$ cat src/rtl/sec_erase_pkg.sv
package sec_erase_pkg;
  localparam int unsigned DATA_W = 8;
  localparam logic [DATA_W-1:0] CMD_SECT_ERASE = 8'h30;
  localparam logic [DATA_W-1:0] CMD_SUSPEND    = 8'hB0;

  typedef enum logic [2:0] {
    ST_READ   = 3'd0,
    ST_ARMED  = 3'd1,
    ST_WINDOW = 3'd2,
    ST_ERASE  = 3'd3,
    ST_PWAIT  = 3'd4,
    ST_SUSP   = 3'd5
  } se_state_t;
endpackage

$ cat src/rtl/se_sector_decode.sv
module se_sector_decode #(
  parameter int unsigned NUM_SECT = 8,
  localparam int unsigned SECT_W = (NUM_SECT > 1) ? $clog2(NUM_SECT) : 1
) (
  input  logic [SECT_W-1:0]   idx,
  output logic [NUM_SECT-1:0] onehot
);
  for (genvar g = 0; g < NUM_SECT; g++) begin : g_dec
    assign onehot[g] = (idx == SECT_W'(g));
  end
endmodule

$ cat src/rtl/se_cycle_timer.sv
module se_cycle_timer #(
  parameter int unsigned LIMIT = 16,
  localparam int unsigned CNT_W = $clog2(LIMIT + 1)
) (
  input  logic clk,
  input  logic rst_n,
  input  logic clr,
  input  logic run,
  output logic done
);
  logic [CNT_W-1:0] cnt_q, cnt_d;

  assign done = run && !clr && (cnt_q == CNT_W'(LIMIT - 1));

  always_comb begin
    cnt_d = cnt_q;
    if (clr)       cnt_d = '0;
    else if (done) cnt_d = '0;
    else if (run)  cnt_d = cnt_q + CNT_W'(1);
  end

  always_ff @(posedge clk or negedge rst_n) begin
    if (!rst_n) cnt_q <= '0;
    else        cnt_q <= cnt_d;
  end
endmodule

$ cat src/rtl/se_erase_seq.sv
module se_erase_seq #(
  parameter int unsigned NUM_SECT  = 8,
  parameter int unsigned ERASE_CYC = 16,
  localparam int unsigned SECT_W = (NUM_SECT > 1) ? $clog2(NUM_SECT) : 1,
  localparam int unsigned CNT_W  = $clog2(ERASE_CYC + 1)
) (
  input  logic                clk,
  input  logic                rst_n,
  input  logic                flush,
  input  logic                load,
  input  logic [NUM_SECT-1:0] load_mask,
  input  logic                run,
  output logic [SECT_W-1:0]   cur_idx,
  output logic                all_done
);
  logic [NUM_SECT-1:0] rem_q, rem_d, cur_oh;
  logic [CNT_W-1:0]    ecnt_q, ecnt_d;
  logic                step_done;

  // lowest pending sector wins
  always_comb begin
    cur_idx = '0;
    for (int i = NUM_SECT - 1; i >= 0; i--) begin
      if (rem_q[i]) cur_idx = SECT_W'(i);
    end
  end

  se_sector_decode #(.NUM_SECT(NUM_SECT)) i_cur_dec (
    .idx    (cur_idx),
    .onehot (cur_oh)
  );

  assign step_done = run && (|rem_q) && (ecnt_q == CNT_W'(ERASE_CYC - 1));
  assign all_done  = step_done && ((rem_q & ~cur_oh) == '0);

  always_comb begin
    rem_d  = rem_q;
    ecnt_d = ecnt_q;
    if (flush) begin
      rem_d  = '0;
      ecnt_d = '0;
    end else if (load) begin
      rem_d  = load_mask;
      ecnt_d = '0;
    end else if (step_done) begin
      rem_d  = rem_q & ~cur_oh;
      ecnt_d = '0;
    end else if (run) begin
      ecnt_d = ecnt_q + CNT_W'(1);
    end
  end

  always_ff @(posedge clk or negedge rst_n) begin
    if (!rst_n) begin
      rem_q  <= '0;
      ecnt_q <= '0;
    end else begin
      rem_q  <= rem_d;
      ecnt_q <= ecnt_d;
    end
  end
endmodule

$ cat src/rtl/sector_erase_ctrl.sv
module sector_erase_ctrl #(
  parameter int unsigned NUM_SECT      = 8,
  parameter int unsigned WIN_CYC       = 2500,
  parameter int unsigned PROT_WAIT_CYC = 5000,
  parameter int unsigned ERASE_CYC     = 1000,
  localparam int unsigned SECT_W = (NUM_SECT > 1) ? $clog2(NUM_SECT) : 1
) (
  input  logic                clk,
  input  logic                rst_n,
  input  logic                hw_reset,
  input  logic                arm,
  input  logic                bus_wr,
  input  logic [SECT_W-1:0]   bus_addr,
  input  logic [7:0]          bus_data,
  input  logic [NUM_SECT-1:0] prot_mask,
  output logic                busy,
  output logic                win_expired,
  output logic                suspended,
  output logic                erasing,
  output logic [SECT_W-1:0]   erase_sect,
  output logic [NUM_SECT-1:0] sel_vec
);
  import sec_erase_pkg::*;

  se_state_t           st_q, st_d;
  logic [NUM_SECT-1:0] sel_q, sel_d, addr_oh, erasable;
  logic                exp_q, exp_d, susp_q, susp_d;
  logic                is_se, is_susp;
  logic                win_clr, win_run, win_done;
  logic                pw_clr, pw_run, pw_done;
  logic                seq_load, seq_run, seq_done;

  assign is_se    = bus_wr && (bus_data == CMD_SECT_ERASE);
  assign is_susp  = bus_wr && (bus_data == CMD_SUSPEND);
  assign erasable = sel_q & ~prot_mask;

  se_sector_decode #(.NUM_SECT(NUM_SECT)) i_addr_dec (
    .idx    (bus_addr),
    .onehot (addr_oh)
  );

  se_cycle_timer #(.LIMIT(WIN_CYC)) i_win_tmr (
    .clk   (clk),
    .rst_n (rst_n),
    .clr   (win_clr),
    .run   (win_run),
    .done  (win_done)
  );

  se_cycle_timer #(.LIMIT(PROT_WAIT_CYC)) i_pw_tmr (
    .clk   (clk),
    .rst_n (rst_n),
    .clr   (pw_clr),
    .run   (pw_run),
    .done  (pw_done)
  );

  se_erase_seq #(.NUM_SECT(NUM_SECT), .ERASE_CYC(ERASE_CYC)) i_seq (
    .clk       (clk),
    .rst_n     (rst_n),
    .flush     (hw_reset),
    .load      (seq_load),
    .load_mask (erasable),
    .run       (seq_run),
    .cur_idx   (erase_sect),
    .all_done  (seq_done)
  );

  assign win_run = (st_q == ST_WINDOW) && !bus_wr && !hw_reset;
  assign pw_run  = (st_q == ST_PWAIT) && !hw_reset;
  assign seq_run = (st_q == ST_ERASE) && !is_susp && !hw_reset;

  // next-state logic
  always_comb begin
    st_d     = st_q;
    sel_d    = sel_q;
    exp_d    = exp_q;
    susp_d   = susp_q;
    win_clr  = 1'b0;
    pw_clr   = 1'b0;
    seq_load = 1'b0;
    if (hw_reset) begin
      st_d   = ST_READ;
      sel_d  = '0;
      exp_d  = 1'b0;
      susp_d = 1'b0;
    end else begin
      unique case (st_q)
        ST_READ: begin
          if (arm) st_d = ST_ARMED;
        end
        ST_ARMED: begin
          if (is_se) begin
            st_d    = ST_WINDOW;
            sel_d   = addr_oh;
            win_clr = 1'b1;
          end else if (bus_wr) begin
            st_d = ST_READ;
          end
        end
        ST_WINDOW: begin
          if (is_se) begin
            sel_d   = sel_q | addr_oh;
            win_clr = 1'b1;
          end else if (is_susp) begin
            st_d   = ST_SUSP;
            susp_d = 1'b1;
          end else if (bus_wr) begin
            st_d  = ST_READ;
            sel_d = '0;
          end else if (win_done) begin
            exp_d = 1'b1;
            if (erasable == '0) begin
              st_d   = ST_PWAIT;
              pw_clr = 1'b1;
            end else begin
              st_d     = ST_ERASE;
              seq_load = 1'b1;
            end
          end
        end
        ST_ERASE: begin
          if (is_susp) begin
            st_d   = ST_SUSP;
            susp_d = 1'b1;
          end else if (seq_done) begin
            st_d  = ST_READ;
            sel_d = '0;
            exp_d = 1'b0;
          end
        end
        ST_PWAIT: begin
          if (pw_done) begin
            st_d  = ST_READ;
            sel_d = '0;
            exp_d = 1'b0;
          end
        end
        ST_SUSP: begin
          st_d = ST_SUSP;
        end
        default: st_d = ST_READ;
      endcase
    end
  end

  // state registers
  always_ff @(posedge clk or negedge rst_n) begin
    if (!rst_n) begin
      st_q   <= ST_READ;
      sel_q  <= '0;
      exp_q  <= 1'b0;
      susp_q <= 1'b0;
    end else begin
      st_q   <= st_d;
      sel_q  <= sel_d;
      exp_q  <= exp_d;
      susp_q <= susp_d;
    end
  end

  assign busy        = (st_q == ST_WINDOW) || (st_q == ST_ERASE) ||
                       (st_q == ST_PWAIT)  || (st_q == ST_SUSP);
  assign win_expired = exp_q;
  assign suspended   = susp_q;
  assign erasing     = (st_q == ST_ERASE);
  assign sel_vec     = sel_q;
endmodule

$ cat config.mk
export PLATFORM = sky130hd
export DESIGN_NAME = sector_erase_ctrl
export DESIGN_NICKNAME = d
export VERILOG_FILES = /design/src/rtl/sec_erase_pkg.sv /design/src/rtl/se_sector_decode.sv /design/src/rtl/se_cycle_timer.sv /design/src/rtl/se_erase_seq.sv /design/src/rtl/sector_erase_ctrl.sv
export SDC_FILE = /design/constraint.sdc
export NUM_CORES = 1
export LEC_CHECK = 0
export BUFFER_PORTS_ARGS = -buffer_cell sky130_fd_sc_hd__buf_2
export CAP_MARGIN = 20
export CORE_MARGIN = 2
export CORE_UTILIZATION = 63
export DETAILED_ROUTE_END_ITERATION = 16
export PLACE_DENSITY = 0.85
export SLEW_MARGIN = 25
export SYNTH_ARGS = -nofsm -noshare
export SYNTH_HDL_FRONTEND = slang
export SYNTH_SLANG_ARGS = --single-unit
$ cat constraint.sdc
create_clock -name clk -period 5.05 [get_ports clk]
set_clock_uncertainty 0.05 [all_clocks]
set_input_delay 1.01 -clock clk [delete_from_list [all_inputs] [get_ports clk]]
set_output_delay 1.01 -clock clk [all_outputs]
set_load 0.02 [all_outputs]
==> results by group <==
CTS
  – Htree depth: 2
  – CTS Hold Buffers Added: 0
  – Cts bufs inserted: 5
  – CTS Buffer Depth: 2
  – CTS tree: built
  – Setup bufs post-CTS: 0
  – # clock sinks: 56
  – CTS clk-pin slew, worst paths: 0.11 ns
  – Root Buffer: clkbuf_8
  – PostCTS Resize Cnt: 0
  – Clk_lat worst skew: 0.32 ns

Setup path
  – Bufs and invs on worst path: 0
  – Worst setup SP type: register
  – WP data arrival: 3.10 ns
  – Crit-path cells: or4_4 -> nor3_1 -> xnor2_1 -> a21oi_2 -> a211oi_4 -> and4_1 -> o32ai_1
  – CP Capture Type: register
  – Critical Path RT: 5.20 ns
  – R2R Path Start: i_seq.rem_q[0]
  – Slowest cell on the critical path: or4_4
  – Flop2flop setup slack: 2.10 ns
  – Largest delay share family, worst path: simple AND/OR/NAND/NOR gates
  – Setup CP Type: register to register
  – Critical path's largest stage delay: 0.59 ns
  – R2R cell count: 7
  – CP Max Fanout: 10
  – R2R Path End: sel_vec[2]

Power and ir drop
  – Psw: 0.206 mW
  – Peak VDD IR: 0.000126 V
  – Internal: 0.592 mW
  – Part of the power in registers: 0.584
  – Comb power frac: 0.093
  – Clock network fraction of design power: 0.323
  – Sw Share: 0.258
  – Pleak: 1.65 nW
  – PwrDens: 217 nW/µm²

Layout
  – Final core occ: 0.714
  – Register area: 1400 µm²
  – P&R area growth vs syn: 9.40%
  – Multi-input gate area: 1850 µm²
  – Fraction of layout cells with a size suffix above 1: 0.145
  – Highest-count cells in the layout ignoring fill and taps: dfrtp_1 (56), o21ai_0 (52), nor2_1 (47)
  – Commonest non-fill, non-tap cell in the layout: dfrtp_1
  – Fill cells: 433
  – N_diodes: 0
  – Nets: 459

Synthesis
  – Synthesized instance count: 399
  – Yosys warnings: 0
  – Post-synth top area share: 0.418
  – Cell taking the most area after synthesis: dfrtp_1
  – Number of synthesized flops with an enable pin: 0
  – Syn_nets: 426
  – Post-synthesis cell area: 3360 µm²
  – Syn_area_per_cell: 8.41 µm²
  – Synth top area cells: dfrtp_1 (42%), o21ai_0 (7.8%), nor2_1 (5.3%), nand2_1 (4.3%), and3_1 (3.9%)
  – Yosys reg bits: 56
  – Top FF cell, synth: dfrtp_1
  – Ys async rst share: 1.00
  – Synth cell types: 55
  – Sequential fraction of the synthesis area: 0.418

Min path
  – Worst hold path cell count: 1
  – Min-Delay Endpoint: i_pw_tmr.cnt_q[12]
  – Min-delay worst type: register to register
  – Worst Min Path Start: i_pw_tmr.cnt_q[12]

Global routing
  – Vias in the first global route: 2906
  – Initial antenna violation count: 0
  – Largest net degree at the start of global routing: 57
  – First-pass GRT wire length: 13800 µm
  – Gr ovfl total: 0
  – Gr usage total: 0.285

STA
  – Tightest Pin Transition: 0.871 ns
  – Final period utilization: 0.584
  – Setup_tns: 0 ns
  – Hold Fails Final Rpt: 0
  – Slew HR: 0.419
  – Final Critical Period: 2.95 ns
  – Final setup fails: 0
  – Final-report max-slew violation count: 0
  – RSZ-0062 raised after global routing: no
  – Peak Freq: 339 MHz

Detailed routing
  – DR pass1 iterations: 5
  – Final ANT Viol Nets: 0
  – Drt total wl: 7790 µm
  – Vias/cell: 6.31
  – Initial DRC Count: 288
  – DRC viols: 0
  – WL/cell: 15.5 µm
  – DR vias: 3173

Outcome
  – Status: completed

Floorplanning
  – Die Span X: 77.0 µm
  – Die height: 77.0 µm
  – Top Ports: 39
  – Die area: 5930 µm²
  – Cell Rows: 26
  – Core ar.: 5140 µm²
  – Starting Density: 0.653

Job
  – Max Cap Viol: 0

Placed design
  – I/O Buffers: 38
  – Hpwl dp: 5490 µm
  – Placer Congestion: 0.925
-- cell type report --
class,instances,area share
clock buffer,6,0.0225
clock inverter,2,0.00273
inverter,8,0.00818
multi-input combinational,321,0.505
sequential,56,0.382
tap,70,0.0239
timing repair buffer,40,0.0559
-- worst register-to-register path, delay by kind of cell, from the launching register on --
family	cells	cell delay (ns)
and+or+nand+nor	3	1.36
AOI/OAI and AO/OA	3	0.73
DFF	1	0.50
xor gates and xnor gates	1	0.19
-- logic make-up after synthesis --
kind of cell,after synthesis,synth area share
XOR/XNOR,11,0.0287
adder cells (fa/ha/maj),4,0.0142
flip-flops,56,0.418
AND/OR/NAND/NOR,193,0.300
AO/OA/AOI/OAI,110,0.201
buffers and inverters,22,0.0298
multiplexers,3,0.00932
-- power by group through the flow --
| stage | combinational, mW | sequential [mW] | clock (mW) |
|---|---|---|---|
| finish | 0.0743 | 0.466 | 0.258 |
| global route | 0.0831 | 0.467 | 0.278 |
| CTS | 0.0736 | 0.466 | 0.260 |
| detailed placement | 0.0728 | 0.474 | 0 |
| global placement | 0.0707 | 0.474 | 0 |
| floorplan | 0.0431 | 0.471 | 0 |
-- per-stage QoR --
step / cells / hold WS (ns) / area [µm²] / worst slack, ns / total power [mW]
6_report: 503 / 0.442 / 3670 / 2.10 / 0.798
5_1_grt: 503 / 0.477 / 3670 / 1.90 / 0.829
3_5_place_dp: 495 / 0.419 / 3580 / 1.82 / 0.547
4_1_cts: 503 / 0.439 / 3670 / 2.14 / 0.800
3_3_place_gp: 495 / 0.416 / 3580 / 1.92 / 0.544
2_1_floorplan: 399 / 0.395 / 3360 / 2.19 / 0.514
-- Yosys cell counts (3+ instances only) --
master / count
nor2b_1: 8
o311ai_0: 3
nand3_1: 20
a31oi_1: 7
nor2_1: 47
or3_1: 4
and3_1: 21
nor3b_1: 3
ha_1: 3
clkbuf_1: 10
nand2b_1: 17
a21oi_1: 22
dfrtp_1: 56
nor3_1: 9
o21ai_0: 52
o31ai_1: 5
nand2_1: 38
o211ai_1: 4
xor2_1: 7
xnor2_1: 4
inv_1: 7
nand4_1: 6
nor4_1: 4
-- registers in the layout, summed over array words and instances (netlist names) --
register	flops
st_q	3
i_seq.ecnt_q	10
i_seq.rem_q	8
i_win_tmr.cnt_q	12
win_expired	1
sel_vec	8
suspended	1
i_pw_tmr.cnt_q	13
-- per-layer routing --
metal	wire [µm]	part of all wire	global-route usage	vias up
li1	-	-	-	1520
met1	3310	0.42	0.402	1501
met2	3860	0.49	0.454	130
met3	458	0.059	0.0376	22
met4	167	0.021	0.102	0
met5	0	0	0	-
-- worst max-delay path by stage --
stage | end | start | cells past startpoint
after detailed placement | sel_vec[3] | bus_data[1] | 8
after global placement | sel_vec[2] | bus_data[1] | 8
after CTS | sel_vec[2] | bus_data[1] | 8
after floorplan | sel_vec[2] | bus_data[1] | 8
after global routing | sel_vec[2] | i_seq.rem_q[0] | 7
final | sel_vec[2] | i_seq.rem_q[0] | 7
Note: power is estimated with default switching activity, not from simulation.
